$ cat config.mk
export PLATFORM = sky130hd
export DESIGN_NAME = dbg_overlay_top
export DESIGN_NICKNAME = d
export VERILOG_FILES = /design/src/rtl/dbg_ovl_pkg.sv /design/src/rtl/dbg_mode_ctrl.sv /design/src/rtl/dbg_range_cmp.sv /design/src/rtl/dbg_addr_decode.sv /design/src/rtl/dbg_overlay_top.sv
export SDC_FILE = /design/constraint.sdc
export NUM_CORES = 1
export LEC_CHECK = 0
export CAP_MARGIN = 20
export CORE_AREA = 2 2 39 41
export DETAILED_ROUTE_END_ITERATION = 8
export DIE_AREA = 0 0 41 43
export HOLD_SLACK_MARGIN = 0.12
export PLACE_DENSITY_LB_ADDON = 0.2
export SLEW_MARGIN = 20
export SYNTH_ARGS = -nofsm -noshare
export SYNTH_HDL_FRONTEND = slang
export SYNTH_SLANG_ARGS = --single-unit
$ cat constraint.sdc
create_clock -name clk_i -period 2.27 [get_ports clk_i]
set_clock_uncertainty 0.05 [all_clocks]
set_input_delay 0.681 -clock clk_i [delete_from_list [all_inputs] [get_ports clk_i]]
set_output_delay 0.681 -clock clk_i [all_outputs]
set_load 0.01 [all_outputs]
$ cat src/rtl/dbg_ovl_pkg.sv
package dbg_ovl_pkg;

   typedef enum logic [1:0] {
      MODE_NORM_SC     = 2'b00,
      MODE_NORM_EXP    = 2'b01,
      MODE_SPEC_SC     = 2'b10,
      MODE_SPEC_PERIPH = 2'b11
   } op_mode_e;

   function automatic bit is_pow2(input longint unsigned v);
      return (v != 0) && ((v & (v - 1)) == 0);
   endfunction

endpackage

$ cat src/rtl/dbg_mode_ctrl.sv
module dbg_mode_ctrl
   import dbg_ovl_pkg::*;
(
   input  logic       clk_i,
   input  logic       rst_ni,
   input  logic [1:0] mode_i,
   input  logic       en_wr_i,
   input  logic       en_wdata_i,
   input  logic       ser_trig_i,
   input  logic       bgnd_trig_i,
   input  logic       exit_req_i,
   output logic       act_o,
   output logic       en_o
);

   op_mode_e mode_q;
   logic     en_q, act_q;
   logic     en_d, act_d;
   logic     any_trig, trig_gate, wr_ok;

   assign any_trig  = ser_trig_i | bgnd_trig_i;
   assign trig_gate = en_q & ~act_q & (mode_q != MODE_SPEC_PERIPH);

   always_comb begin
      if (act_q) act_d = ~exit_req_i;
      else       act_d = trig_gate & any_trig;
   end

   assign wr_ok = en_wr_i & ~act_q & ~act_d;
   assign en_d  = wr_ok ? en_wdata_i : en_q;

   always_ff @(posedge clk_i) begin
      if (!rst_ni) begin
         mode_q <= op_mode_e'(mode_i);
         en_q   <= (mode_i == MODE_SPEC_SC);
         act_q  <= (mode_i == MODE_SPEC_SC);
      end else begin
         en_q   <= en_d;
         act_q  <= act_d;
      end
   end

   assign act_o = act_q;
   assign en_o  = en_q;


   periph_quiet_chk: assert property (@(posedge clk_i) disable iff (!rst_ni)
      (mode_q == MODE_SPEC_PERIPH) |-> !act_q);


   no_trig_no_act_chk: assert property (@(posedge clk_i) disable iff (!rst_ni)
      (!act_q && !(en_q && any_trig)) |=> !act_q);


   act_rise_chk: assert property (@(posedge clk_i) disable iff (!rst_ni)
      (!act_q && en_q && any_trig && mode_q != MODE_SPEC_PERIPH) |=> act_q);


   exit_chk: assert property (@(posedge clk_i) disable iff (!rst_ni)
      (act_q && exit_req_i) |=> (!act_q && en_q));


   en_hold_active_chk: assert property (@(posedge clk_i) disable iff (!rst_ni)
      act_q |=> $stable(en_q));

endmodule

$ cat src/rtl/dbg_range_cmp.sv
module dbg_range_cmp
   import dbg_ovl_pkg::*;
#(
   parameter int                ADDR_W = 16,
   parameter logic [ADDR_W-1:0] LO     = '0,
   parameter logic [ADDR_W-1:0] HI     = '1
) (
   input  logic [ADDR_W-1:0] addr_i,
   output logic              hit_o
);

   localparam logic [ADDR_W-1:0] SPAN    = HI - LO;
   localparam bit                ALIGNED = is_pow2(longint'(SPAN) + 1) && ((LO & SPAN) == '0);
   localparam bit                TOP_END = (HI == {ADDR_W{1'b1}});
   localparam bit                BOT_END = (LO == '0);

   if (HI < LO) begin : g_bad
      $error("dbg_range_cmp: HI below LO");
   end

   if (ALIGNED) begin : g_mask
      assign hit_o = ((addr_i & ~SPAN) == LO);
   end else if (TOP_END) begin : g_top
      assign hit_o = (addr_i >= LO);
   end else if (BOT_END) begin : g_bot
      assign hit_o = (addr_i <= HI);
   end else begin : g_mag
      assign hit_o = (addr_i >= LO) && (addr_i <= HI);
   end

endmodule

$ cat src/rtl/dbg_addr_decode.sv
module dbg_addr_decode #(
   parameter int                ADDR_W    = 16,
   parameter logic [ADDR_W-1:0] REG_BASE  = 16'hFF00,
   parameter int                REG_COUNT = 7,
   parameter logic [ADDR_W-1:0] ROM_BASE  = 16'hFF20,
   localparam int               REG_OFS_W = (REG_COUNT > 1) ? $clog2(REG_COUNT) : 1
) (
   input  logic                 clk_i,
   input  logic                 rst_ni,
   input  logic                 act_i,
   input  logic [ADDR_W-1:0]    addr_i,
   input  logic                 strb_i,
   output logic                 rom_sel_o,
   output logic                 reg_sel_o,
   output logic [REG_OFS_W-1:0] reg_ofs_o,
   output logic                 mem_sel_o
);

   localparam logic [ADDR_W-1:0] REG_LAST   = REG_BASE + ADDR_W'(REG_COUNT - 1);
   localparam logic [ADDR_W-1:0] HOLE_LO    = REG_LAST + ADDR_W'(1);
   localparam logic [ADDR_W-1:0] HOLE_HI    = ROM_BASE - ADDR_W'(1);
   localparam bit                HOLE_EMPTY = (HOLE_LO == ROM_BASE);

   logic hit_rom, hit_reg, hit_hole, overlay;

   dbg_range_cmp #(.ADDR_W(ADDR_W), .LO(ROM_BASE), .HI({ADDR_W{1'b1}})) u_rom_cmp (
      .addr_i (addr_i),
      .hit_o  (hit_rom)
   );

   dbg_range_cmp #(.ADDR_W(ADDR_W), .LO(REG_BASE), .HI(REG_LAST)) u_reg_cmp (
      .addr_i (addr_i),
      .hit_o  (hit_reg)
   );

   if (HOLE_EMPTY) begin : g_no_hole
      assign hit_hole = 1'b0;
   end else begin : g_hole
      dbg_range_cmp #(.ADDR_W(ADDR_W), .LO(HOLE_LO), .HI(HOLE_HI)) u_hole_cmp (
         .addr_i (addr_i),
         .hit_o  (hit_hole)
      );
   end

   assign overlay   = strb_i & act_i;
   assign rom_sel_o = overlay & hit_rom;
   assign reg_sel_o = overlay & hit_reg;
   assign mem_sel_o = strb_i & ~(act_i & (hit_rom | hit_reg | hit_hole));
   assign reg_ofs_o = reg_sel_o ? REG_OFS_W'(addr_i - REG_BASE) : '0;


   onehot_sel_chk: assert property (@(posedge clk_i) disable iff (!rst_ni)
      $onehot0({rom_sel_o, reg_sel_o, mem_sel_o}));


   strobe_quiet_chk: assert property (@(posedge clk_i) disable iff (!rst_ni)
      !strb_i |-> !(rom_sel_o || reg_sel_o || mem_sel_o));


   rom_needs_act_chk: assert property (@(posedge clk_i) disable iff (!rst_ni)
      (rom_sel_o || reg_sel_o) |-> act_i);


   reg_ofs_range_chk: assert property (@(posedge clk_i) disable iff (!rst_ni)
      reg_sel_o |-> (int'(reg_ofs_o) < REG_COUNT));

endmodule

$ cat src/rtl/dbg_overlay_top.sv
module dbg_overlay_top #(
   parameter int                ADDR_W    = 16,
   parameter logic [ADDR_W-1:0] REG_BASE  = 16'hFF00,
   parameter int                REG_COUNT = 7,
   parameter logic [ADDR_W-1:0] ROM_BASE  = 16'hFF20,
   localparam int               REG_OFS_W = (REG_COUNT > 1) ? $clog2(REG_COUNT) : 1
) (
   input  logic                 clk_i,
   input  logic                 rst_ni,
   input  logic [1:0]           mode_i,
   input  logic                 en_wr_i,
   input  logic                 en_wdata_i,
   input  logic                 ser_trig_i,
   input  logic                 bgnd_trig_i,
   input  logic                 exit_req_i,
   input  logic [ADDR_W-1:0]    cpu_addr_i,
   input  logic                 cpu_strb_i,
   output logic                 dbg_active_o,
   output logic                 dbg_enabled_o,
   output logic                 rom_sel_o,
   output logic                 reg_sel_o,
   output logic [REG_OFS_W-1:0] reg_ofs_o,
   output logic                 mem_sel_o
);

   if (ADDR_W < 8 || ADDR_W > 32) begin : g_bad_aw
      $error("dbg_overlay_top: ADDR_W out of range");
   end
   if (REG_COUNT < 1) begin : g_bad_cnt
      $error("dbg_overlay_top: REG_COUNT must be positive");
   end
   if (longint'(REG_BASE) + longint'(REG_COUNT) > longint'(ROM_BASE)) begin : g_bad_map
      $error("dbg_overlay_top: register window overlaps ROM");
   end

   logic act;

   dbg_mode_ctrl u_ctrl (
      .clk_i       (clk_i),
      .rst_ni      (rst_ni),
      .mode_i      (mode_i),
      .en_wr_i     (en_wr_i),
      .en_wdata_i  (en_wdata_i),
      .ser_trig_i  (ser_trig_i),
      .bgnd_trig_i (bgnd_trig_i),
      .exit_req_i  (exit_req_i),
      .act_o       (act),
      .en_o        (dbg_enabled_o)
   );

   dbg_addr_decode #(
      .ADDR_W    (ADDR_W),
      .REG_BASE  (REG_BASE),
      .REG_COUNT (REG_COUNT),
      .ROM_BASE  (ROM_BASE)
   ) u_dec (
      .clk_i     (clk_i),
      .rst_ni    (rst_ni),
      .act_i     (act),
      .addr_i    (cpu_addr_i),
      .strb_i    (cpu_strb_i),
      .rom_sel_o (rom_sel_o),
      .reg_sel_o (reg_sel_o),
      .reg_ofs_o (reg_ofs_o),
      .mem_sel_o (mem_sel_o)
   );

   assign dbg_active_o = act;


   boot_state_chk: assert property (@(posedge clk_i)
      ($rose(rst_ni) && mode_i == 2'b10) |-> (dbg_active_o && dbg_enabled_o));

endmodule

==> results.md, run 1 <==
- The critical path's top delay family is simple AND/OR/NAND/NOR gates.
- The count of warnings emitted by yosys is 0.
- Of the post-synthesis cell area, the dominant cell type holds 0.324.
- The average cell area after synthesis is 7.94 um2.
- The instance count after placement with tap cells included is 89.
- The share of total power dissipated in sequential elements is 0.315.
- The global placement routability congestion is 0.719.
- TritonCTS built the clock tree.
- After detailed routing, the number of remaining DRC violations is 0.
- The longest clock path from root to sink contains 2 buffers.
- The final reports fail on negative setup slack.
- The number of nets with antenna violations after routing is 0.
- Detailed placement ended at an HPWL of about 800 um.
- The number of H-tree branching levels is 1.
- The mean number of vias per cell is 4.52.
- In this run, distinct cell masters in the synthesized netlist total 15.
- STA classifies the critical path startpoint as a primary input.
- The top cell types in the final layout, fill and taps aside, are sky130_fd_sc_hd__clkdlybuf4s50_1, sky130_fd_sc_hd__nand2_1, sky130_fd_sc_hd__buf_6, sky130_fd_sc_hd__buf_4, sky130_fd_sc_hd__buf_2.
- The first detailed-routing pass ran for 3 iterations.
- The gate count after technology mapping is 35.
- The share of total power dissipated in combinational logic is 0.327.
- The floorplan step set the die width to about 41 um.
- The internal power of the cells totals around 210 uW.
- The upper clock frequency limit is 381 MHz.
- For this design the total switching power over the nets is 70.1 uW.
- The commonest non-fill, non-tap cell in the layout is sky130_fd_sc_hd__clkdlybuf4s50_1.
- The number of hold violations in the final report was 0.
- The I/O pin count is 34.
- The number of max-slew violations in the final report came to 0.
- The worst voltage drop across the vdd grid is 0.274 mV.
- The buffer and inverter count on the worst path is 3.
- The total global-route track usage is 0.155.
- At the worst endpoint, the required time is 1.54 ns.
- The placeable core area is 1380 um2.
- For this configuration, the core starts out at a cell density of 0.201.
- The signed area change from the synthesized netlist to the final layout is 179%.
- At the pin with the least slew margin, the transition time is 0.261 ns.
- The vertical die dimension is 43 um.
- The largest fanout on the critical path is 3.
- The power density over the cells is about 370 nW/um2.
- The clock net in this run drives a total of 4 sinks.
- For this design, the slowest cell found on the critical path is sky130_fd_sc_hd__or4_4.
- The accumulated negative setup slack is -1.25 ns.
- The flow ran to the end, but the final reports show violations.
- The worst path arrival time is 1.89 ns.
- Entering global routing, the biggest net connects 6 pins.
- The global-route wire length before repair is between 1.5 and 2 mm.
- Of the total power, the share spent switching nets is 0.247.
- The number of max-cap violations is 0.
- The worst-case headroom to the max-slew limit is 0.826.
- Summed over all cells, the static leakage comes to 0.365 nW.
- After synthesis, the cell types taking the most area are sky130_fd_sc_hd__edfxtp_1, sky130_fd_sc_hd__nand2_1, sky130_fd_sc_hd__nor3_1, sky130_fd_sc_hd__dfxtp_1, sky130_fd_sc_hd__a311oi_2.
- The net count of the finished layout is 111.
- At the later pin of the worst-skew pair, clock insertion delay measures approximately 0.25 ns.
- The post-layout instance count excluding filler cells is 100.
- The endpoint class of the critical path is an output pin.
- The number of antenna cells inserted is 0.
- The via total after detailed routing is 452.
- The signal on the critical path passes through buf_6, nand3_4, or4_4, buf_6, a311oi_4, buf_2.
- The final layout contains routed wiring with a total length of 1.19 mm.
- The number of endpoints failing setup at the final stage is 5.
- By startpoint and endpoint, the worst setup path is classified as in2out.
- The final period utilization is 1.16.
- The cell taking the most area after synthesis is sky130_fd_sc_hd__edfxtp_1.
- The number of global-route vias before repair is approximately 440.
- The completed layout was analyzed and its total power is about 280 uW.
- The floorplan die area is around 1800 um2.
- The number of buffers created by CTS is 3.
- Setup repair after global routing could not meet its margin everywhere.
- The final worst slack is -0.356 ns.
- The type of the tightest min-delay check is reg2reg.
- The cell row count is 14.
- In this run, the number of DRC markers left after iteration 0 of detailed routing was 4.
- The number of antenna violations at the first check in global routing is 0.
- The smallest clock period supported by the final layout is computed as about 2.6 ns.
- The combined area of all synthesized cells is 278 um2.
- The worst-case setup slack after placement is -1.06 ns.
- The sequential-to-total area share from yosys stat is 0.396.
- When the netlist entered floorplanning its net count stood at 61.
- The clock transition at the register clock pins on the worst setup and hold paths after CTS is around 0.040 ns.
- The fraction of final layout cells sized beyond drive strength 1 is 0.476.
- The global-route congestion overflow total is 0.
- For this run, the slowest stage of the critical path takes 0.56 ns.
- After detailed routing, the average wire length per cell comes to ~12 um.
- The count of state elements after synthesis is 4.
- The quantity of hold-fixing buffers added after cts is 0.
- Among the stages of the critical path, the cell type that occurs most often is sky130_fd_sc_hd__buf_6.
- The port buffer count is 33.
- CTS placed an instance of sky130_fd_sc_hd__clkbuf_4 at the clock tree root.
- The part of the power in the clock network is 0.358.
-- through the flow --
stage                      util  hold slack [ns]  cell area [um2]
final                     0.561            0.646              776
after global routing      0.561            0.683              776
after CTS                 0.541            0.653              748
after detailed placement  0.500            0.639              692
after global placement    0.500            0.645              692
after floorplan               -            0.532              304
-- cell type report --
cell class / instances / area [um2]
inverters: 3 / 11.3
well taps: 16 / 20.0
flip-flops and latches: 4 / 110
clock buffers: 4 / 26.3
fillers: 139 / 608
repair buffers: 45 / 394
multi-input cells: 28 / 214
-- state kept, by name, indices dropped and copies added, names as in the netlist --
register / count
u_ctrl.mode_q: 2
u_ctrl.act_o: 1
u_ctrl.en_o: 1
-- synth_stat cells, drive strengths merged --
master  number
a21o         1
nor3b        1
o211a        1
dfxtp        1
or4          1
nand2       10
nand4        1
nor2         3
inv          3
a311o        1
o21ai        1
nor3         6
edfxtp       3
a311oi       1
nand3        1
-- cells by family (layout without fill, tap and decap cells) --
group | Yosys count | after routing | synth area share
simple gates | 23 | 23 | 0.392
flops | 4 | 4 | 0.396
compound gates | 5 | 5 | 0.171
buf+inv | 3 | 52 | 0.0405
-- per-layer routing --
metal  part of all wire  wire [um]  vias up  GRT usage
met1               0.34        404      204      0.133
met3              0.089        106        4     0.0576
met4              0.028         33        0      0.120
li1                   -          -      225          -
met2               0.54        649       19      0.263
met5                  0          0        -          0
-- final timing paths --
path / slack, ns / from / endpoint / cells past startpoint
worst max-delay path: -0.36 / cpu_addr_i[15] / reg_sel_o / 6
worst min register to register: 0.65 / u_ctrl.act_o / u_ctrl.act_o / 3
worst max register to register: 1.19 / u_ctrl.act_o / u_ctrl.en_o / 4
worst min-delay path: 0.65 / u_ctrl.act_o / u_ctrl.act_o / 3
-- power by group through the flow --
| stage | clock network, mW | logic [mW] | registers [mW] |
|---|---|---|---|
| global route | 0.117 | 0.100 | 0.0900 |
| CTS | 0.104 | 0.0876 | 0.0893 |
| floorplan | 0 | 0.0179 | 0.0925 |
| detailed placement | 0 | 0.0857 | 0.0904 |
| global placement | 0 | 0.0858 | 0.0906 |
| finish | 0.101 | 0.0929 | 0.0894 |
-- worst register-to-register path, cell delays in order, from the launching register on --
cell	delay [ns]
sky130_fd_sc_hd__dfxtp_1	0.30
sky130_fd_sc_hd__buf_4	0.13
sky130_fd_sc_hd__inv_1	0.08
sky130_fd_sc_hd__nand2_1	0.05
sky130_fd_sc_hd__o21ai_0	0.16
-- what timing repair did --
item / in CTS / in global routing
endpoints found under the setup margin: 6 / 5
setup buffers: 6 / 1
resized for setup: 55 / 15
pin swaps: 11 / 5
Power figures use the tool's default switching activity.
==> inputs of run 2 (changes only) <==
==> constraint.sdc (replaced) <==
create_clock -name clk_i -period 2.27 [get_ports clk_i]
set_clock_uncertainty 0.05 [all_clocks]
set_input_delay 0.454 -clock clk_i [delete_from_list [all_inputs] [get_ports clk_i]]
set_output_delay 0.454 -clock clk_i [all_outputs]
set_load 0.01 [all_outputs]
==> run 2 against run 1 <==
Net effect: the run now ends clean; non-clock buffer count is 7 lower; clock power about the same; die area did not move; critical path type unchanged; sequential power is essentially flat; combinational power down 12%; register-to-register slack hardly changed; largest power group unchanged; utilization down 7.5 points; via count fell by 8.6%; flip-flop and latch count unchanged.
==> results.md, run 2 (synthesis gave the netlist of run 1 again) <==
- The run finished with clean final reports.
- The type of the setup path with the least slack is in2out.
- The largest fanout on the critical path is 5.
- The first TritonRoute pass finished after 3 iterations.
- The routed wirelength normalized by instance count is 11.3 um.
- Headroom to the max-slew limit came out at 0.822.
- In this run the clock root is driven by a sky130_fd_sc_hd__clkbuf_4.
- The die is 41 um wide.
- Clock-pin slew was measured on the worst setup and hold paths at around 0.03 ns.
- Setup repair after global routing left no endpoint under its margin.
- The number of endpoints failing setup at the final stage is 0.
- The die covers 1760 um2.
- The placeable core area is 1380 um2.
- The cell-internal power is 207 uW.
- The port buffer count is 33.
- For this run, global-route usage on met1 was measured as 0.123.
- More flip-flops sit in one register than any other, and that register is u_ctrl.mode_q.
- The worst voltage drop across the vdd grid is roughly 0.33 mV.
- After routing the design area is 672 um2.
- The type of the tightest min-delay check is reg2reg.
- Across all layers, the routed design uses 413 vias.
- 34 I/O pins were placed.
- For this configuration, the core starts out at a cell density of 0.201.
- The vertical die dimension is 43 um.
- The register with the most flip-flops in the layout has 2 of them.
- The worst setup path is launched from a primary input.
- The number of max-cap violations is 0.
- Summed over all layers, the routed wires come to 1.05 mm.
- The first global-routing pass estimated around 1.5 mm of wire.
- In the layout the commonest cells are sky130_fd_sc_hd__clkdlybuf4s50_1, sky130_fd_sc_hd__nand2_1, sky130_fd_sc_hd__dlygate4sd2_1.
- The largest net degree at the start of global routing is 6.
- The commonest non-fill, non-tap cell in the layout is sky130_fd_sc_hd__clkdlybuf4s50_1.
- The number of buffers created by CTS is 3.
- The worst setup path is captured at an output pin.
- The global-route congestion overflow total is 0.
- For the worst setup path, the data required time is ~1.8 ns.
- The fill cell instance count of the final layout is 145.
- The congestion estimate from routability-driven global placement came to between 0.6 and 0.7.
- For this design, the sink count on the clock tree is 4.
- The mean number of vias per cell is 4.44.
- After global routing, the most crowded layer is met2.
- After the last flow step, the layout net total stands at around 100.
- The setup slack of the most critical reg-to-reg path is 1.18 ns.
- Power comes to 269 uW.
- The number of H-tree branching levels is 1.
- The cell area after placement is 651 um2.
- The number of max-slew violations in the final report was 0.
- The met2 track demand over resource is 0.234.
- After the first detailed-routing iteration, the DRC count stood at 2.
- Of the total power, the clock network draws 0.365.
- The count of nets left with antenna violations once routing finished came out at 0.
- Of the total power, registers draw 0.332.
- No sink is reached through more buffers than the 2 on the longest clock path.
- The met3 routing resource usage after global routing is 0.0576.
- For the pin with the worst max-slew slack, the measured transition is 0.266 ns.
- The leakage power total is 0.297 nW.
- The cell row count is 14.
- The number of antenna violations at the first check in global routing was 0.
- Of the total power, the share spent switching nets is 0.231.
- The net load switching power is 62.3 uW.
- The number of global-route vias before repair is 395.
- The share of total power dissipated in combinational logic is 0.303.
- The number of hold violations in the final report is 0.
- The post-layout minimum cycle time is approximately 2.2 ns.
- The upper clock frequency limit is 449 MHz.
- In this run the power density over the cells is 401 nW/um2.
- The TritonCTS clock tree is built.
- The total global-route track usage is 0.131.
- The number of remaining DRC errors is 0.
- The fraction of final layout cells sized beyond drive strength 1 is 0.221.
- The repair_antennas step left the layout with diodes totalling 0.
- The final period utilization is 0.981.
- The signed area change from the synthesized netlist to the final layout is 142%.
- The worst path arrival time is 1.72 ns.
- The clock reaches the later pin of the worst-skew pair after between 0.2 and 0.25 ns.
==> run 2: final timing paths <==
kind,start,to,cells after the start
max,cpu_addr_i[15],reg_sel_o,5
max reg2reg,u_ctrl.act_o,u_ctrl.en_o,4
min reg2reg,u_ctrl.en_o,u_ctrl.act_o,2
min,u_ctrl.en_o,u_ctrl.act_o,2
==> run 2: what timing repair did <==
action,CTS,global route
cloned,0,0
pin swaps,5,2
resized for setup,30,0
buffers inserted,2,0
hold buffers,0,0
endpoints found under the setup margin,6,2
==> run 2: layout make-up <==
cell class | instances | area [um2] | share of cell area
well taps | 16 | 20.0 | 0.0298
flip-flops and latches | 4 | 110 | 0.164
repair buffers | 38 | 338 | 0.503
clock buffers | 4 | 26.3 | 0.0391
inverters | 3 | 11.3 | 0.0168
multi-input cells | 28 | 166 | 0.248
==> run 2: power groups by stage <==
| stage | registers, mW | clock network [mW] | logic [mW] |
|---|---|---|---|
| 2_1_floorplan | 0.0925 | 0 | 0.0170 |
| 3_3_place_gp | 0.0904 | 0 | 0.0823 |
| 3_5_place_dp | 0.0906 | 0 | 0.0823 |
| 4_1_cts | 0.0895 | 0.102 | 0.0809 |
| 5_1_grt | 0.0900 | 0.109 | 0.0880 |
| 6_report | 0.0895 | 0.0983 | 0.0816 |
==> run 2: routing by layer <==
| metal | vias up | part of all wire |
|---|---|---|
| li1 | 212 | - |
| met1 | 184 | 0.37 |
| met2 | 17 | 0.54 |
| met3 | 0 | 0.084 |
| met4 | 0 | 0 |
| met5 | - | 0 |
==> run 2: metrics by stage <==
step | instances | worst slack (ns) | hold WS (ns) | TNS (ns) | utilization
after floorplan | 35 | 0.364 | 0.503 | 0 | -
after global placement | 87 | -0.600 | 0.638 | -2.87 | 0.470
after detailed placement | 87 | -0.633 | 0.642 | -2.95 | 0.470
after CTS | 93 | 0.0410 | 0.654 | 0 | 0.486
after global routing | 93 | 0.00159 | 0.683 | 0 | 0.486
final | 93 | 0.0425 | 0.655 | 0 | 0.486
==> run 2: worst max-delay path: stages <==
cell and delay [ns]:
sky130_fd_sc_hd__dlygate4sd2_1 0.23, sky130_fd_sc_hd__nand3_2 0.09, sky130_fd_sc_hd__or4_4 0.58, sky130_fd_sc_hd__a311oi_2 0.20, sky130_fd_sc_hd__buf_2 0.17
